--- config.mk ---
export PLATFORM = sky130hd
export DESIGN_NAME = slp_ctrl
export DESIGN_NICKNAME = d
export VERILOG_FILES = /design/src/rtl/slp_pkg.sv /design/src/rtl/slp_sync.sv /design/src/rtl/slp_fsm.sv /design/src/rtl/slp_guard.sv /design/src/rtl/slp_ctrl.sv
export SDC_FILE = /design/constraint.sdc
export NUM_CORES = 1
export LEC_CHECK = 0
export BUFFER_PORTS_ARGS = -buffer_cell sky130_fd_sc_hd__buf_4
export CORE_AREA = 2 2 39 41
export DETAILED_ROUTE_END_ITERATION = 6
export DIE_AREA = 0 0 41 43
export HOLD_SLACK_MARGIN = 0.08
export PLACE_DENSITY_LB_ADDON = 0.1
export SLEW_MARGIN = 20
export SYNTH_ARGS = -nofsm -noshare
export SYNTH_HDL_FRONTEND = slang
export SYNTH_SLANG_ARGS = --single-unit
export TNS_END_PERCENT = 10
--- constraint.sdc ---
create_clock -name clk -period 3.4 [get_ports clk]
set_clock_uncertainty 0.15 [all_clocks]
set_input_delay 0 -clock clk [delete_from_list [all_inputs] [get_ports clk]]
set_output_delay 0 -clock clk [all_outputs]
set_load 0.05 [all_outputs]
--- src/rtl/slp_pkg.sv ---
package slp_pkg;
    typedef enum logic [2:0] {
        ST_AWAKE   = 3'd0,
        ST_ENTER   = 3'd1,
        ST_ASLEEP  = 3'd2,
        ST_EXIT    = 3'd3,
        ST_RECOVER = 3'd4
    } slp_state_t;
endpackage

--- src/rtl/slp_sync.sv ---
module slp_sync #(
    parameter int STAGES = 2
) (
    input  logic clk,
    input  logic rst_n,
    input  logic d,
    output logic q
);
    logic [STAGES-1:0] chain_q;

    generate
        for (genvar i = 0; i < STAGES; i++) begin : g_stage
            if (i == 0) begin : g_first
                always_ff @(posedge clk or negedge rst_n) begin
                    if (!rst_n) chain_q[0] <= 1'b0;
                    else        chain_q[0] <= d;
                end
            end else begin : g_rest
                always_ff @(posedge clk or negedge rst_n) begin
                    if (!rst_n) chain_q[i] <= 1'b0;
                    else        chain_q[i] <= chain_q[i-1];
                end
            end
        end
    endgenerate

    assign q = chain_q[STAGES-1];
endmodule

--- src/rtl/slp_fsm.sv ---
module slp_fsm
    import slp_pkg::*;
#(
    parameter int ENTRY_CYCLES    = 2,
    parameter int EXIT_CYCLES     = 2,
    parameter int RECOVERY_CYCLES = 2
) (
    input  logic       clk,
    input  logic       rst_n,
    input  logic       req_s,
    output slp_state_t state_q
);
    localparam int MAX_A  = (ENTRY_CYCLES > EXIT_CYCLES) ? ENTRY_CYCLES : EXIT_CYCLES;
    localparam int MAX_C  = (MAX_A > RECOVERY_CYCLES) ? MAX_A : RECOVERY_CYCLES;
    localparam int CNT_W  = (MAX_C > 1) ? $clog2(MAX_C) : 1;

    slp_state_t       state_d;
    logic [CNT_W-1:0] cnt_q;
    logic [CNT_W-1:0] lim_m1;
    logic             phase_done;

    // Last count value of the current timed phase.
    always_comb begin
        unique case (state_q)
            ST_ENTER:   lim_m1 = CNT_W'(ENTRY_CYCLES - 1);
            ST_EXIT:    lim_m1 = CNT_W'(EXIT_CYCLES - 1);
            ST_RECOVER: lim_m1 = CNT_W'(RECOVERY_CYCLES - 1);
            default:    lim_m1 = '0;
        endcase
    end

    assign phase_done = (cnt_q == lim_m1);

    always_comb begin
        state_d = state_q;
        unique case (state_q)
            ST_AWAKE:   if (req_s)      state_d = ST_ENTER;
            ST_ENTER:   if (phase_done) state_d = ST_ASLEEP;
            ST_ASLEEP:  if (!req_s)     state_d = ST_EXIT;
            ST_EXIT:    if (phase_done) state_d = ST_RECOVER;
            ST_RECOVER: if (phase_done) state_d = ST_AWAKE;
            default:                    state_d = ST_AWAKE;
        endcase
    end

    // State register; the phase counter restarts on every state change.
    always_ff @(posedge clk or negedge rst_n) begin
        if (!rst_n) begin
            state_q <= ST_AWAKE;
            cnt_q   <= '0;
        end else begin
            state_q <= state_d;
            cnt_q   <= (state_d != state_q) ? '0 : cnt_q + 1'b1;
        end
    end
endmodule

--- src/rtl/slp_guard.sv ---
module slp_guard
    import slp_pkg::*;
(
    input  logic       clk,
    input  logic       rst_n,
    input  slp_state_t state_q,
    input  logic       req_s,
    input  logic       chip_sel,
    output logic       sleep_active,
    output logic       access_ok,
    output logic       access_go,
    output logic       violation
);
    logic bad_sel;

    // Output decode from the state.
    always_comb begin
        sleep_active = 1'b0;
        access_ok    = 1'b0;
        bad_sel      = 1'b0;
        unique case (state_q)
            ST_AWAKE: begin
                access_ok = 1'b1;
                bad_sel   = chip_sel && req_s;
            end
            ST_ASLEEP:  sleep_active = 1'b1;
            ST_RECOVER: bad_sel = chip_sel;
            default: ;
        endcase
        access_go = chip_sel && access_ok;
    end

    always_ff @(posedge clk or negedge rst_n) begin
        if (!rst_n) violation <= 1'b0;
        else        violation <= bad_sel;
    end
endmodule

--- src/rtl/slp_ctrl.sv ---
module slp_ctrl
    import slp_pkg::*;
#(
    parameter int SYNC_STAGES     = 2,
    parameter int ENTRY_CYCLES    = 2,
    parameter int EXIT_CYCLES     = 2,
    parameter int RECOVERY_CYCLES = 2
) (
    input  logic clk,
    input  logic rst_n,
    input  logic sleep_req,
    input  logic chip_sel,
    output logic sleep_active,
    output logic access_ok,
    output logic access_go,
    output logic violation
);
    logic       req_s;
    slp_state_t state_q;

    slp_sync #(.STAGES(SYNC_STAGES)) u_sync (
        .clk   (clk),
        .rst_n (rst_n),
        .d     (sleep_req),
        .q     (req_s)
    );

    slp_fsm #(
        .ENTRY_CYCLES    (ENTRY_CYCLES),
        .EXIT_CYCLES     (EXIT_CYCLES),
        .RECOVERY_CYCLES (RECOVERY_CYCLES)
    ) u_fsm (
        .clk     (clk),
        .rst_n   (rst_n),
        .req_s   (req_s),
        .state_q (state_q)
    );

    slp_guard u_guard (
        .clk          (clk),
        .rst_n        (rst_n),
        .state_q      (state_q),
        .req_s        (req_s),
        .chip_sel     (chip_sel),
        .sleep_active (sleep_active),
        .access_ok    (access_ok),
        .access_go    (access_go),
        .violation    (violation)
    );
endmodule

==> impl_results.md, run 1 <==
- CTS root buffer: clkbuf_4
- Core ar.: 1384 µm²
- Port bufs: 7
- Pwr Density: 980.2 nW/µm²
- Post-CTS Setup Inserts: 0
- Mapped Cells: 30
- Die Span X: 41 µm
- DRC errors left: 0
- Max-cap violation count: 0
- Final Setup Violations: 0
- Die H: 43 µm
- Initial antenna violation count: 0
- GRT Overall Usage: 9.635%
- Mapped Nets: 34
- Slew Viols, Final: 0
- Clock Tree Buf Depth: 2
- Die area: 1763 µm²
- Startpoint types: flop
- WL/cell: 11.53 µm
- Ys Warns: 0
- Max_slew headroom: 77.59%
- Minimum clock period: 1.429 ns
- First-pass GRT wire length: 1069 µm
- CP cell instances: nand2b_1 > nor3_1 > buf_4
- Clock Latency Late Sink: 0.25 ns
- Placer Congestion: 0.6966
- Drt total wl: 669 µm
- PostCTS Resize Cnt: 0
- Total power: 0.4415 mW
- Crit Path Max Fanout: 9
- DR vias: 256
- Synth cell types: 18
- CTS Hold Buffers Added: 4
- Drt pass-1 iters: 2
- Starting Density: 24.05%
- Synth area leader: dfrtp_1
- Seq/Total Area, Yosys: 52.63%
- First DRT Iteration DRCs: 2
- Clock sinks: 7
- Worst path bufs/invs: 1
- Top cells by area, synth: dfrtp_1 53%, o32ai_2 4.9%, a21oi_1 4.5%, nor3_1 4.5%, nand2b_1 3.8%
- Ant diodes: 0
- Critical Path End Type: primary output
- CTS tree: built
- Number of synthesized register bits: 7
- # IOs: 8
- CP arrival: 1.28 ns
- Largest net degree at the start of global routing: 12
- Post-synth design cell area: 332.8 µm²
- Fin crit share: 42.03%
- Least-Margin Pin Slew: 0.3362 ns
- Setup TNS: 0 ns
- Number of global-route vias before repair: 264
- Max Clock Freq: 0.6998 GHz
- RSZ-0062 raised after global routing: false
- Family with the most delay on the worst path: flip-flops
- GR Overflow Total: 0
- Final Hold Fails: 0
- Layout area overhead: 35.34%
- CTS buffer count: 3
- Num rows: 14
- Yosys top cell area share: 52.63%
- Hold Path Class: reg -> reg
- LEAKAGE: 0.1971 nW
- Layout cells sized above 1: 33.33%
- Maximum VDD drop: 0.0003378 V
- Avg Vias per Cell: 4.414
- Final Util: 32.55%
- Worst-path clk slew: 0.06 ns
- Mean Syn Cell Area: 11.09 µm²
- Required @ worst endpoint: 3.25 ns
- Status: completed
- Crit-path slowest cell: dfrtp_1
- Htree depth: 1
- Critical path's largest stage delay: 0.46 ns
- Antenna-violating nets left: 0
- NumNets Final: 47
- Worst setup path class: reg -> out
==> synth_stat cells <==
master / count
o22ai_1: 1
nand2b_1: 2
nor2_1: 1
nor3_1: 3
xor2_1: 1
buf_2: 2
or2_4: 1
nor2b_1: 1
a21bo_2: 1
o32ai_2: 1
o21a_1: 1
nand3b_1: 1
a21oi_1: 3
nand3_1: 1
nor3b_1: 1
or2_2: 1
buf_6: 1
dfrtp_1: 7
==> per-stage QoR <==
step                      setup WS, ns  instances  hold slack (ns)  cell area, µm²
final                            1.971         58           0.1990           450.4
after global routing             1.910         58           0.2187           450.4
after CTS                        1.967         58           0.2011           450.4
after detailed placement         2.160         50          -0.3278           384.1
after global placement           2.191         50          -0.3292           384.1
after floorplan                  1.560         30          -0.4456           332.8
==> cells by family (layout without fill, tap and decap cells) <==
group	after synthesis	count (layout)	synth area share (%)
AO/OA/AOI/OAI	7	7	16.54
XOR/XNOR	1	1	2.632
buffers and inverters	3	15	6.391
flip-flops	7	7	52.63
AND/OR/NAND/NOR	12	12	21.80
==> metal layers <==
metal  vias up  share of wire (%)  global-route usage (%)
met5         -                  0                       0
met4         0                1.2                   8.000
met3         2                3.0                   3.141
met2         3                 51                   14.06
met1       123                 44                   10.63
li1        128                  -                       -
==> sequential cells by signal (all words and copies together) (netlist names) <==
signal and cells:
u_fsm.state_q 3, u_fsm.cnt_q 1, u_guard.violation 1, u_sync.chain_q 1, u_sync.q 1
==> cell type report <==
type / count / area (µm²)
clock buffer: 4 / 26.28
fill: 142 / 933.4
multi-input combinational: 20 / 136.4
sequential: 7 / 175.2
tap: 16 / 20.02
timing repair buffer: 11 / 92.59
==> final timing paths <==
kind	start	to	slack [ns]	depth (start not counted)
min	u_sync.chain_q[0]$_DFF_PN0_	u_sync.q$_DFF_PN0_	0.20	0
min reg2reg	u_sync.chain_q[0]$_DFF_PN0_	u_sync.q$_DFF_PN0_	0.20	0
max reg2reg	u_fsm.state_q[0]$_DFF_PN0_	u_fsm.cnt_q$_DFF_PN0_	2.15	2
max	u_fsm.state_q[1]$_DFF_PN0_	access_go	1.97	3
min in group asynchronous	rst_n	u_fsm.cnt_q$_DFF_PN0_	0.56	3
max in group asynchronous	rst_n	u_fsm.state_q[0]$_DFF_PN0_	2.30	3
==> where the power goes <==
part	switching, mW	internal [mW]
logic	0.110	0.0909
registers	0.0548	0.110
clock network	0.0318	0.0449
total	0.196	0.245
==> cell usage in the layout (no fill, tap or decap), drive strengths merged, types with 2 or more instances in the layout <==
cell,n
dlygate4sd3,4
or2,2
a21oi,3
nand2b,2
dfrtp,7
buf,7
clkbuf,4
nor3,3
Power figures use the tool's default switching activity.
==> run 2: changes to the inputs <==
ABC_AREA = 1   (was not set)
clock period = 1.3 ns   (was 3.4 ns; I/O delays follow)
==> run 2 against run 1 <==
  * Non-clock buffer count up 1
  * Worst hold slack better by 0.0055 ns
  * Synthesized area down 11%
  * Clock power up 150%
  * Sequential power up 140%
  * Global-route usage down 0.20 points
  * Sequential share of layout area down 1.9 points
  * Cell count up 8.6%
  * Register-to-register slack worse by 2.0 ns
  * Setup slack worse by 2.0 ns
  * Final area up 6.7%
  * Critical path type unchanged
==> impl_results.md, run 2 <==
- Status: completed
- Starting Density: 21.43%
- Synth area leader: dfrtp_1
- # IOs: 8
- Sw frac: 47.40%
- Clock Latency Late Sink: 0.24 ns
- Core ar.: 1384 µm²
- Seq/Total Area, Yosys: 59.07%
- Final Hold Fails: 0
- First DRT Iteration DRCs: 3
- Largest net degree at the start of global routing: 8
- Reg with most FFs: u_fsm.state_q
- Drt pass-1 iters: 2
- CP arrival: 1.15 ns
- DR vias: 253
- Die area: 1763 µm²
- Placer Congestion: 0.6912
- CTS buffer count: 3
- Antenna-violating nets left: 0
- Worst Setup Slack, final: 0.003696 ns
- Post-DP HPWL: 471.4 µm
- Comb power frac: 55.0%
- Final Setup Violations: 0
- Hold Path Class: reg -> reg
- Ys Warns: 0
- Critical Path End Type: primary output
- Number of global-route vias before repair: 242
- Worst setup path class: reg -> out
- Number of synthesized register bits: 7
- Layout cells sized above 1: 46.81%
- Max Clock Freq: 0.7714 GHz
- Die Span X: 41 µm
- Synth Flop Type: dfrtp_1
- GRT Overall Usage: 9.432%
- Synth cell types: 14
- Pwr Density: 2676 nW/µm²
- Yosys top cell area share: 59.07%
- Slew Viols, Final: 0
- Top-count cell post-synth: dfrtp_1
- Least-Margin Pin Slew: 0.3263 ns
- Critical path's largest stage delay: 0.43 ns
- Register share of total power: 30.3%
- Layout area overhead: 62.03%
- First-pass GRT wire length: 1014 µm
- Min Hold Slack: 0.2046 ns
- Die H: 43 µm
- Clk pwr share: 14.6%
- Required @ worst endpoint: 1.15 ns
- Crit-path slowest cell: dfrtp_2
- RSZ-0062 raised after global routing: true
- CTS tree: built
- Dpl cells: 54
- Drt total wl: 605 µm
- Clock Tree Buf Depth: 2
- Mean Syn Cell Area: 9.566 µm²
- Ant diodes: 0
- Max reg flops: 3
- WL/cell: 9.603 µm
- Maximum VDD drop: 0.0009567 V
- CTS root buffer: clkbuf_4
- Avg Vias per Cell: 4.016
- Cell-internal power: 0.6763 mW
- FFs w/ async S/R, synth: 100.0%
- Top cells by area, synth: dfrtp_1 59%, inv_1 6.3%, nor3_1 5.1%, nor2_1 5.1%, nand3_1 3.4%
- Crit Path Max Fanout: 4
- Fin crit share: 99.72%
- Net load switching power: 0.6093 mW
- Worst-path clk slew: 0.05 ns
- CP cell instances: nor2_4 > inv_2 > nor3_4 > buf_6
- Max_slew headroom: 78.18%
- Mapped Nets: 35
- Clock sinks: 7
- Num rows: 14
- Most frequent cells after synthesis: 7 x dfrtp_1, 5 x inv_1, 4 x nor2_1, 3 x nor3_1
- LEAKAGE: 0.2260 nW
- Post-synth design cell area: 296.5 µm²
- Port bufs: 7
- Number of synthesized flops with an enable pin: 0
- GR Overflow Total: 0
- Minimum clock period: 1.296 ns
- Startpoint types: flop
- Max-cap violation count: 0
- NumNets Final: 52
- Mapped Cells: 31
- Post-route insts no fill: 63
- Htree depth: 1
- Most frequent cells in the layout: 5 x buf_4, 5 x dfrtp_1, 4 x inv_1, 4 x dlygate4sd3_1
- Place WS: 0.1811 ns
- DRC errors left: 0
- Initial antenna violation count: 0
==> run 2: metrics by stage <==
stage / total power, mW / cell area (µm²) / TNS, ns / util, %
CTS: 1.243 / 462.9 / -0.01432 / 33.45
global placement: 0.9770 / 379.1 / 0 / 27.40
finish: 1.286 / 480.5 / 0 / 34.72
detailed placement: 0.9813 / 379.1 / 0 / 27.40
floorplan: 0.8235 / 306.5 / -0.2037 / -
global route: 1.385 / 480.5 / -0.07981 / 34.72
==> run 2: final timing paths <==
kind	startpoint	slack, ns	to	cells after the start
max	u_fsm.state_q[0]$_DFF_PN0_	0.004	access_go	4
min	u_sync.chain_q[0]$_DFF_PN0_	0.20	u_sync.q$_DFF_PN0_	0
max reg2reg	u_fsm.state_q[0]$_DFF_PN0_	0.14	u_fsm.cnt_q$_DFF_PN0_	5
min reg2reg	u_sync.chain_q[0]$_DFF_PN0_	0.20	u_sync.q$_DFF_PN0_	0
max in group asynchronous	rst_n	0.17	u_fsm.state_q[0]$_DFF_PN0_	3
min in group asynchronous	rst_n	0.56	u_guard.violation$_DFF_PN0_	3
==> run 2: layer usage <==
layer | part of all wire, % | GRT usage [%] | vias to the layer above
li1 | - | - | 132
met1 | 45 | 10.63 | 114
met2 | 50 | 12.50 | 5
met3 | 3.6 | 3.141 | 2
met4 | 1.7 | 10.00 | 0
met5 | 0 | 0 | -
==> run 2: cell type report <==
| class | count | area, µm² |
|---|---|---|
| sequential | 7 | 177.7 |
| timing repair buffer | 12 | 111.4 |
| fill | 143 | 903.4 |
| clock buffer | 4 | 26.28 |
| inverter | 6 | 22.52 |
| multi-input combinational | 18 | 122.6 |
| tap | 16 | 20.02 |
==> run 2: timing repair <==
| item | 4_1_cts | 5_1_grt |
|---|---|---|
| hold endpoints to repair | 9 | 0 |
| cloned | 0 | 0 |
| hold buffers | 4 | 0 |
| buffers inserted | 1 | 0 |
| resized for setup | 4 | 5 |
| setup endpoints to repair | 2 | 3 |
==> run 2: power groups by stage <==
stage,logic [mW],clock network [mW],registers (mW)
2_1_floorplan,0.437,0,0.387
3_3_place_gp,0.601,0,0.376
3_5_place_dp,0.608,0,0.373
4_1_cts,0.667,0.199,0.377
5_1_grt,0.772,0.210,0.403
6_report,0.707,0.188,0.390
==> run 2: worst max-delay path: cells and delay by family, from the launching register on <==
family,cells,cell delay (ns)
buffers and inverters,2,0.25
DFF,1,0.43
and+or+nand+nor,2,0.22
==> run 2: logic make-up after synthesis <==
kind of cell	share of synthesized area (%)
flops	59.07
simple gates	21.52
buf+inv	7.594
compound gates	11.81
==> run 3: changes to the inputs <==
ABC_AREA = not set   (was 1)
==> run 3 against run 2 <==
  * The run now ends with setup timing left
  * Final area up 16%
  * First-iteration DRC count up 67%
  * Die area unchanged
  * Via count up 20%
  * Largest cell class unchanged
  * Largest power group unchanged
==> impl_results.md, run 3 (same netlist as run 1, synthesis figures left out) <==
- Status: complete, but fails checks
- Failing checks: setup timing
- Clock Latency Late Sink: 0.25 ns
- Minimum clock period: 1.323 ns
- Ant diodes: 0
- Critical Path End Type: primary output
- Layout cells sized above 1: 50.00%
- M3 GR Usage: 4.712%
- CTS tree: built
- Worst path bufs/invs: 2
- Least-Margin Pin Slew: 0.3502 ns
- Worst Setup Slack, final: -0.02290 ns
- CP cell instances: buf_6 > nor3b_4 > buf_6
- Starting Density: 24.05%
- Net load switching power: 0.5930 mW
- Placer Congestion: 0.7262
- Fin crit share: 101.8%
- Multi-input gate area: 163.9 µm²
- FF+latch area: 175.2 µm²
- Reg with most FFs: u_fsm.state_q
- WL/cell: 11.85 µm
- Clock Tree Buf Depth: 2
- First-pass GRT wire length: 1407 µm
- Cell-internal power: 0.8489 mW
- GRT Overall Usage: 12.28%
- NumNets Final: 55
- Number of global-route vias before repair: 325
- Drt total wl: 782 µm
- Layout area overhead: 67.29%
- LEAKAGE: 0.2472 nW
- Commonest non-fill, non-tap cell in the layout: buf_4
- Dpl cells: 55
- Required @ worst endpoint: 1.15 ns
- Crit-path slowest cell: dfrtp_1
- Worst-path clk slew: 0.05 ns
- Setup TNS: -0.05517 ns
- Max Clock Freq: 0.7559 GHz
- Final Setup Violations: 3
- GRT met1 Usage: 14.67%
- Min Hold Slack: 0.2022 ns
- Port bufs: 7
- Max_slew headroom: 76.57%
- DRC errors left: 0
- Clock sinks: 7
- Slew Viols, Final: 0
- Register share of total power: 25.3%
- Die Span X: 41 µm
- RSZ-0062 raised after global routing: true
- Max-cap violation count: 0
- Clk pwr share: 13.7%
- Sw frac: 41.13%
- GR peak layer: met2
- Pwr Density: 2590 nW/µm²
- Hold Path Class: reg -> reg
- Post-route insts no fill: 66
- DR vias: 304
- Initial antenna violation count: 0
- Post-DP HPWL: 543.6 µm
- GR Overflow Total: 0
- Max reg flops: 3
- Die H: 43 µm
- Crit Path Max Fanout: 5
- Antenna-violating nets left: 0
- First DRT Iteration DRCs: 5
- Total power: 1.442 mW
- # IOs: 8
- Avg Vias per Cell: 4.606
- FILL cells: 140
- Family with the most delay on the worst path: flip-flops
- Worst path most repeated cell: buf_6
- CP arrival: 1.17 ns
- Comb power frac: 60.9%
- Final Hold Fails: 0
- Core ar.: 1384 µm²
- Die area: 1763 µm²
- CTS buffer count: 3
- Drt pass-1 iters: 2
- Worst setup path class: reg -> out
- CTS root buffer: clkbuf_4
- Most frequent cells in the layout: 10 x buf_4, 7 x dfrtp_1, 5 x buf_6, 4 x dlygate4sd3_1
- Largest net degree at the start of global routing: 8
- Htree depth: 1
- Startpoint types: flop
- Critical path's largest stage delay: 0.40 ns
- Num rows: 14
- Maximum VDD drop: 0.0009212 V
- Met2 GRT Util: 18.44%
-- run 3: cell count changes in the layout (fill, tap and decap cells not counted), sizes merged, moves of 2 or more --
| cell | change |
|---|---|
| buf | +7 |
| inv | -6 |
| nand2 | -2 |
| nand2b | +2 |
| nand3 | -2 |
| nor2 | -4 |
| o21ai | -2 |
| or2 | +2 |
-- run 3: cell type report --
type                            instances  share of cell area, %
Sequential cell                         7                  31.46
Timing Repair Buffer                   19                  30.79
Clock buffer                            4                  4.719
Multi-Input combinational cell         20                  29.44
Tap cell                               16                  3.596
-- run 3: power by group through the flow --
| stage | logic, mW | clock network [mW] | registers, mW |
|---|---|---|---|
| 6_report | 0.879 | 0.198 | 0.365 |
| 5_1_grt | 0.946 | 0.223 | 0.378 |
| 4_1_cts | 0.804 | 0.205 | 0.363 |
| 3_5_place_dp | 0.725 | 0 | 0.376 |
| 3_3_place_gp | 0.720 | 0 | 0.372 |
| 2_1_floorplan | 0.556 | 0 | 0.349 |
-- run 3: metal layers --
metal / vias up / wire (µm)
li1: 146 / -
met1: 152 / 343
met2: 4 / 406
met3: 2 / 26
met4: 0 / 6
met5: - / 0
-- run 3: worst paths after layout --
kind | slack, ns | to | start | cells past startpoint
worst max-delay path | -0.02 | sleep_active | u_fsm.state_q[0]$_DFF_PN0_ | 3
worst min-delay path | 0.20 | u_sync.q$_DFF_PN0_ | u_sync.chain_q[0]$_DFF_PN0_ | 0
worst max register to register | 0.08 | u_fsm.state_q[2]$_DFF_PN0_ | u_fsm.state_q[1]$_DFF_PN0_ | 3
worst min register to register | 0.20 | u_sync.q$_DFF_PN0_ | u_sync.chain_q[0]$_DFF_PN0_ | 0
max in group asynchronous | 0.17 | u_fsm.state_q[0]$_DFF_PN0_ | rst_n | 3
min in group asynchronous | 0.57 | u_fsm.cnt_q$_DFF_PN0_ | rst_n | 3
-- run 3: stage by stage --
step	utilization (%)	instance area [µm²]	setup WS, ns
floorplan	-	354.1	-0.07108
global placement	32.01	442.9	0.1614
detailed placement	32.01	442.9	0.1396
CTS	38.16	528.0	-0.05543
global route	40.24	556.8	-0.08903
finish	40.24	556.8	-0.02290
-- run 3: timing repair --
action                                  CTS  global route
setup buffers                             1             2
endpoints found under the setup margin    3             4
gates resized for setup                   3             3
pin swaps                                 0             1
hold buffers                              4             0
hold endpoints to repair                  9             0
